## src/rtl/status_pkg.sv

```systemverilog
package status_pkg;
    localparam int DATA_W = 8;
    localparam int HALF_W = DATA_W / 2;

    typedef enum logic [2:0] {
        OP_NONE  = 3'd0,
        OP_ADD   = 3'd1,
        OP_SUB   = 3'd2,
        OP_LOGIC = 3'd3,
        OP_RR    = 3'd4,
        OP_RL    = 3'd5,
        OP_CLR   = 3'd6,
        OP_RSV   = 3'd7
    } flag_op_e;

    typedef struct packed {
        logic       ibank;
        logic [1:0] dbank;
        logic       tmo;
        logic       pwd;
        logic       z;
        logic       dc;
        logic       c;
    } status_t;

    typedef struct packed {
        logic z_en;
        logic dc_en;
        logic c_en;
        logic z;
        logic dc;
        logic c;
    } flag_upd_t;
endpackage

```

## src/rtl/status_flag_unit.sv

```systemverilog
module status_flag_unit
    import status_pkg::*;
#(
    parameter int W = DATA_W
) (
    input  flag_op_e       op,
    input  logic [W-1:0]   a,
    input  logic [W-1:0]   b,
    output flag_upd_t      upd
);
    localparam int H = W / 2;

    logic [W-1:0] b_eff;
    logic         cin;
    logic [W:0]   sum;
    logic [H:0]   low;

    always_comb begin
        cin   = (op == OP_SUB);
        b_eff = cin ? ~b : b;
        sum   = {1'b0, a} + {1'b0, b_eff} + (W+1)'(cin);
        low   = {1'b0, a[H-1:0]} + {1'b0, b_eff[H-1:0]} + (H+1)'(cin);
        upd   = '0;
        unique case (op)
            OP_ADD, OP_SUB: begin
                upd.z_en  = 1'b1;
                upd.dc_en = 1'b1;
                upd.c_en  = 1'b1;
                upd.z     = (sum[W-1:0] == '0);
                upd.dc    = low[H];
                upd.c     = sum[W];
            end
            OP_LOGIC: begin
                upd.z_en = 1'b1;
                upd.z    = (a == '0);
            end
            OP_RR: begin
                upd.c_en = 1'b1;
                upd.c    = a[0];
            end
            OP_RL: begin
                upd.c_en = 1'b1;
                upd.c    = a[W-1];
            end
            OP_CLR: begin
                upd.z_en = 1'b1;
                upd.z    = 1'b1;
            end
            default: upd = '0;
        endcase
    end
endmodule

```

## src/rtl/status_event_ctl.sv

```systemverilog
module status_event_ctl (
    input  logic tmo_q,
    input  logic pwd_q,
    input  logic ev_clr,
    input  logic ev_slp,
    input  logic ev_to,
    output logic tmo_d,
    output logic pwd_d
);
    always_comb begin
        tmo_d = tmo_q;
        pwd_d = pwd_q;
        if (ev_to)
            tmo_d = 1'b0;
        else if (ev_slp || ev_clr)
            tmo_d = 1'b1;
        if (ev_slp)
            pwd_d = 1'b0;
        else if (ev_clr)
            pwd_d = 1'b1;
    end
endmodule

```

## src/rtl/cpu_status_reg.sv

```systemverilog
module cpu_status_reg
    import status_pkg::*;
(
    input  logic              clk,
    input  logic              rst_n,
    input  logic              wr_en,
    input  logic [DATA_W-1:0] wr_data,
    input  logic [2:0]        op_i,
    input  logic [DATA_W-1:0] opnd_a,
    input  logic [DATA_W-1:0] opnd_b,
    input  logic              ev_clrwdt,
    input  logic              ev_sleep,
    input  logic              ev_wdt_to,
    output logic [DATA_W-1:0] status_o,
    output logic [1:0]        dbank_o,
    output logic              ibank_o
);
    status_t   st_q, st_d;
    flag_upd_t upd;
    logic      tmo_d, pwd_d;
    logic      any_flag;

    status_flag_unit #(.W(DATA_W)) u_flags (
        .op  (flag_op_e'(op_i)),
        .a   (opnd_a),
        .b   (opnd_b),
        .upd (upd)
    );

    status_event_ctl u_events (
        .tmo_q  (st_q.tmo),
        .pwd_q  (st_q.pwd),
        .ev_clr (ev_clrwdt),
        .ev_slp (ev_sleep),
        .ev_to  (ev_wdt_to),
        .tmo_d  (tmo_d),
        .pwd_d  (pwd_d)
    );

    always_comb begin
        any_flag = upd.z_en | upd.dc_en | upd.c_en;
        st_d     = st_q;
        if (wr_en) begin
            st_d.ibank = wr_data[7];
            st_d.dbank = wr_data[6:5];
            if (!any_flag) begin
                st_d.z  = wr_data[2];
                st_d.dc = wr_data[1];
                st_d.c  = wr_data[0];
            end
        end
        if (upd.z_en)  st_d.z  = upd.z;
        if (upd.dc_en) st_d.dc = upd.dc;
        if (upd.c_en)  st_d.c  = upd.c;
        st_d.tmo = tmo_d;
        st_d.pwd = pwd_d;
    end

    always_ff @(posedge clk or negedge rst_n) begin
        if (!rst_n) begin
            st_q <= '{ibank: 1'b0, dbank: 2'b00, tmo: 1'b1, pwd: 1'b1,
                       z: 1'b0, dc: 1'b0, c: 1'b0};
        end else begin
            st_q <= st_d;
        end
    end

    assign status_o = st_q;
    assign dbank_o  = st_q.dbank;
    assign ibank_o  = st_q.ibank;
endmodule

```

## config.mk

```make
export PLATFORM = sky130hd
export DESIGN_NAME = cpu_status_reg
export DESIGN_NICKNAME = d
export VERILOG_FILES = /design/src/rtl/status_pkg.sv /design/src/rtl/status_flag_unit.sv /design/src/rtl/status_event_ctl.sv /design/src/rtl/cpu_status_reg.sv
export SDC_FILE = /design/constraint.sdc
export NUM_CORES = 1
export LEC_CHECK = 0
export BUFFER_PORTS_ARGS = -buffer_cell sky130_fd_sc_hd__buf_4
export CAP_MARGIN = 40
export CORE_MARGIN = 2
export CORE_UTILIZATION = 35
export CTS_CLUSTER_DIAMETER = 100
export DETAILED_ROUTE_END_ITERATION = 8
export GPL_TIMING_DRIVEN = 0
export PLACE_DENSITY = 0.6
export SLEW_MARGIN = 20
export SYNTH_ARGS = -nofsm -noshare
export SYNTH_HDL_FRONTEND = slang
export SYNTH_SLANG_ARGS = --single-unit
```

## constraint.sdc

```tcl
create_clock -name clk -period 1.15 [get_ports clk]
set_input_delay 0.115 -clock clk [delete_from_list [all_inputs] [get_ports clk]]
set_output_delay 0.115 -clock clk [all_outputs]
set_load 0.02 [all_outputs]
```

After elaboration in Yosys (flattened, before gate mapping) --
Index checks and enable logic that the tools add are counted.
Storage, ports and cells: logic and storage cells 53, register bits after elaboration 8, input port bits 33, output and inout port bits 11
Operators by class: equal/unequal tests 9, bitwise gates (word level) 3, multiplexer cells 16, reduce and logical (&&, ||, !) cells 14, add/sub/neg operators 4
Operators by type and width (number):
- $logic_not A8 Y1 | 2
- $mux W1 | 11
- $reduce_bool A2 Y1 | 5
- $add A8 B8 Y9 | 1
- $add A9 B1 Y9 | 1
- $eq A3 B3 Y1 const B | 3
- $mux W8 | 1
- $not A8 Y8 | 1
- $reduce_or A4 Y1 | 2
- $eq A3 B2 Y1 const B | 2
- $mux W3 | 2
- $ne A2 B2 Y1 const B | 3
- $pmux W1 S3 | 2
- $reduce_and A2 Y1 | 3
- $add A4 B4 Y5 | 1
- $add A5 B1 Y5 | 1
- $eq A3 B1 Y1 const B | 1
- $or A1 B1 Y1 | 2
- $reduce_or A2 Y1 | 1
- $logic_or A1 B1 Y1 | 1

Logic depth before layout (Yosys ltp) --
depth after elaboration 8, gate-level depth with buffers 11, gate-level depth less buffers 9

By module --
A second synthesis with hierarchy kept.
Second synthesis, totals: cell total of the unflattened synthesis 101, area total of the unflattened synthesis 952.2 um^2
Modules (own cells, without submodules):
- status_flag_unit | cells an instance 74, area an instance 586.8 um^2, times used 1
- cpu_status_reg | cells an instance 23, area an instance 349.1 um^2, times used 1
- status_event_ctl | cells an instance 4, area an instance 16.3 um^2, times used 1

Worst setup path before layout --
No wires, ideal clock.
kind input to register, start point input op_i[0], end point register st_q (netlist bit status_o[2]), setup slack -1.146 ns, library setup time 0.120 ns, arrival 2.176 ns, stages on the path 11, cell sequence buf_6 > nor3b_1 > buf_1 > xor2_1 > inv_1 > fa_1 > nand3b_1 > and2_1 > a22oi_1 > nor4_1 > a31o_1
Between the ends: cells in the longest elaborated chain, start to end 7, elaborated cells on any way between the ends 23, classes of those cells add/sub: 2; eq/ne: 7; mux: 6; bitwise: 2; reduce/logical: 6
RTL lines:
- start: declaration | line cpu_status_reg.sv:8 | input logic [2:0] op_i,
- $eq A3 B2 Y1, or another cell as far along | line status_flag_unit.sv:19, status_flag_unit.sv:24
- $mux W8, or another cell as far along | line status_flag_unit.sv:20 | b_eff = cin ? ~b : b;
- $add A8 B8 Y9 or $mux W1 (tied branches) | line status_flag_unit.sv:21, status_flag_unit.sv:24
- $add A9 B1 Y9 or $or A1 B1 Y1 (tied branches) | line status_flag_unit.sv:21, cpu_status_reg.sv:41
- $logic_not A8 Y1 or $or A1 B1 Y1 (tied branches) | line status_flag_unit.sv:29, cpu_status_reg.sv:41
- $pmux W1 S3 or $ne A2 B2 Y1 (tied branches)
- $mux W1 or $reduce_and A2 Y1 (tied branches)
- end signal: assignment | line cpu_status_reg.sv:61 | st_q <= '{ibank: 1'b0, dbank: 2'b00, tmo: 1'b1, pwd: 1'b1,
- end signal: assignment | line cpu_status_reg.sv:64 | st_q <= st_d;
- end: declaration | line cpu_status_reg.sv:18 | status_t st_q, st_d;
Parallel ways exist; a longest one is shown, timed or not. A chain may end at the register's enable or synchronous reset.

Worst setup path after layout --
start point input opnd_b[0], end point register st_q (netlist bit status_o[2])
Between the ends: cells in the longest elaborated chain, start to end 7
RTL lines:
- start: declaration | line cpu_status_reg.sv:10 | input logic [DATA_W-1:0] opnd_b,
- $not A8 Y8 | line status_flag_unit.sv:20
- $mux W8 * | line status_flag_unit.sv:20
- $add A8 B8 Y9 * | line status_flag_unit.sv:21 | sum = {1'b0, a} + {1'b0, b_eff} + (W+1)'(cin);
- $add A9 B1 Y9 * | line status_flag_unit.sv:21
- $logic_not A8 Y1 * | line status_flag_unit.sv:29 | upd.z = (sum[W-1:0] == '0);
- $pmux W1 S3 * | line status_flag_unit.sv:24 | unique case (op)
- $mux W1 * | line cpu_status_reg.sv:52 | if (upd.z_en) st_d.z = upd.z;
Mark *: on every way between the ends. The rest lies on a longest branch, timed or not.

==> results.ini <==
[cts]
cts_buffers=3
cts_root_buffer=clkbuf_4
cts_tree=yes
cts_buffer_depth=2
cts_max_level=1
cts.clk_slew.worst_paths_ns=0.07
worstSkewPairLatency_ns=0.26
cts.sinks=8

[place]
dp_slack_ns=-1.23
hpwl_um=2110
dpl_cell_area_um2=1360
place.gp.congestion=0.875
dp.cells=192
port_buffers=40

[floorplan]
io_pins=44
initial_core_util_pct=36.8
rows=19
core-area_um2=2730
die_h_um=57.6
fp.dieW_um=57.6
die_area_um2=3320

[timing]
setup_ws_ns=-0.821
post-route-period-util_pct=171
whs_ns=0.0851
slew_viol_final=0
setup_viol=3
rsz0062_at_grt=true
clock.fmax_ghz=0.507
worst_pin_slew_ns=0.497
period_needed_ns=1.97
fin_skew_ns=0
finalHoldViolCount=0
slew_headroom_pct=66.9

[status]
violations=setup timing
status=finished with violations

[cells_and_area]
n_antenna_cell=0
fin_cells=208
final_util_pct=57.0
drive_above_1_share_pct=44.1
n_fill_cell=254
layout.area.seq_um2=203
syn2layout_area_growth_pct=55.0
multi_input_area_um2=781
fin_nets=221
postLayoutCellArea_um2=1560

[detailed_routing]
vias=1092
drt_iter0_drc=22
postRouteAntennaNets=0
drt-pass1-iter-count=4
wl_per_cell_um=13.1
route.detailed.drc=0
drt-total-wl_um=2730
vias_per_cell=5.25

[worst_setup_path]
cp_slowest_stage_delay_ns=0.54
cp_num_buf_inv=1
endpoint_kind=flip-flop
crit_family=simple AND/OR/NAND/NOR gates
cp_max_fo=3
r2r-end=status_o[2]$_DFFE_PN0P_
cp_slowest_cell=or4b_4
rr_worst_depth=3
required_ns=1.34
reg2reg_slack_ns=0.12
path_class=input pin to flip-flop
cp.arrival_ns=2.16
r2r_start=status_o[2]$_DFFE_PN0P_
startpoint_type=input pin
crit_chain=buf_8 > or4b_4 > a21boi_4 > fa_2 > nand3b_1 > a21oi_2 > a22oi_2 > nor4_2 > a31o_1

[worst_hold_path]
hp-class=input pin to flip-flop
min_from=wr_data[5]
hold_end=dbank_o[0]$_DFFE_PN0P_
min_path_cells=2

[global_route]
grt_overflow=0
grt_use_total_pct=16.5
grt_pass1_vias=1075
grt_max_degree=11
grt_pass1_wl_um=4460
antenna_found_initial=0

[power_and_ir_drop]
p_leak_nw=0.725
swShare_pct=37.0
worst_ir_drop_vdd_mv=0.720
p_seq_share_pct=26.0
p_clk_share_pct=18.3
power.switching_mw=0.483
p_int_mw=0.822
power_frac_comb_pct=55.7
powerDensity_nw_per_um2=837

[logic_synthesis]
synth_area_um2=1010
synthArstFlopShare_pct=100
synth-xor-area-share_pct=11.3
yosys_warnings=0
synth_cells=121
synthesis.nets=164
synth_top_family_by_area=compound AO/OA/AOI/OAI gates
synthMuxAreaShare_pct=4.35
synth-seq-area-share_pct=20.1
synth-simple-area-share_pct=17.3
syn_avg_cell_area_um2=8.31
synth_edf_count=0
synth_ff_type=dfrtp_1
synth_cell_types=44
ys_ff_latch=8
synth_compound_area_share_pct=24.8
synthAdderAreaFrac_pct=13.2

[job]
maxCapViolCount=0

worst max-delay path by stage:
| stage | cells after the start | slack (ns) | from | endpoint |
|---|---|---|---|---|
| global route | 9 | -0.92 | opnd_b[0] | status_o[2]$_DFFE_PN0P_ |
| finish | 9 | -0.82 | opnd_b[0] | status_o[2]$_DFFE_PN0P_ |
| CTS | 9 | -0.87 | op_i[0] | status_o[2]$_DFFE_PN0P_ |
| detailed placement | 11 | -1.23 | op_i[2] | status_o[2]$_DFFE_PN0P_ |
| floorplan | 9 | -0.94 | op_i[0] | status_o[2]$_DFFE_PN0P_ |
| global placement | 9 | -1.19 | op_i[2] | status_o[2]$_DFFE_PN0P_ |
sequential cells by signal, indices dropped and copies added (netlist names):
signal,count
ibank_o,1
status_o,5
dbank_o,2
area by class of cell:
type / instances / area share (%)
clock buffer: 4 / 1.69
buffer: 11 / 4.82
multi-input combinational: 96 / 50.1
tap: 31 / 2.49
timing repair buffer: 52 / 26.5
inverter: 6 / 1.44
sequential: 8 / 13.0
power by group through the flow:
stage	Clock (mW)	Sequential, mW	Combinational (mW)
after floorplan	0	0.376	0.364
after global placement	0	0.342	0.622
after detailed placement	0	0.344	0.634
after CTS	0.241	0.339	0.670
after global routing	0.264	0.343	0.795
final	0.238	0.339	0.727
stage by stage:
stage               setup TNS, ns  power (mW)
floorplan                   -2.63       0.739
global placement            -3.33       0.965
detailed placement          -3.42       0.977
CTS                         -2.24        1.25
global route                -2.58        1.40
finish                      -2.36        1.30
synth_stat cells, types with 2 or more instances:
cell type | count | area, um^2
nor3_1 | 2 | 10.0
nand3b_1 | 2 | 15.0
buf_4 | 5 | 37.5
xor2_1 | 12 | 105
nor4_1 | 3 | 18.8
ha_1 | 9 | 113
dfstp_2 | 2 | 52.6
a21boi_0 | 4 | 30.0
nor2_1 | 9 | 33.8
o211ai_1 | 2 | 15.0
and2_1 | 2 | 12.5
clkbuf_1 | 4 | 15.0
nand4_1 | 2 | 12.5
o21ai_0 | 4 | 20.0
a21oi_1 | 10 | 50.1
nand2_1 | 7 | 26.3
dfrtp_1 | 6 | 150
o22ai_1 | 2 | 12.5
inv_1 | 6 | 22.5
mux2_2 | 3 | 33.8
o31ai_1 | 2 | 15.0
cell usage in the layout, fill, tap and decap left out, drive strengths merged, types with 3 or more instances in the layout:
cell type    Yosys  routed
a21boi           4       4
a21oi           10      10
buf              7      56
clkbuf           4       8
dfrtp            6       6
dlygate4sd3      0       3
ha               9       9
inv              6       6
mux2             3       3
nand2            7       7
nor2             9       9
nor4             3       3
o21ai            4       4
xor2            12      12
routing by layer:
metal | GRT usage [%] | vias up | wire (um)
met5 | 0 | - | 0
met1 | 20.0 | 491 | 1130
met3 | 4.02 | 6 | 181
met4 | 5.65 | 0 | 61
met2 | 28.4 | 43 | 1370
li1 | - | 552 | -
cells by family (layout without fill, tap and decap cells):
| kind of cell | Yosys count | in the layout |
|---|---|---|
| XOR/XNOR | 13 | 13 |
| flip-flops | 8 | 8 |
| AO/OA/AOI/OAI | 36 | 36 |
| adder cells (fa/ha/maj) | 10 | 10 |
| buffers and inverters | 17 | 73 |
| AND/OR/NAND/NOR | 33 | 33 |
| multiplexers | 4 | 4 |
what timing repair did:
action | CTS | global route
pin swaps | 7 | 12
hold buffers | 3 | 0
setup endpoints to repair | 3 | 3
gates resized for setup | 6 | 11
hold endpoints to repair | 10 | 0
setup buffers | 5 | 4
cloned | 0 | 0
(Power assumes the default switching activity.)
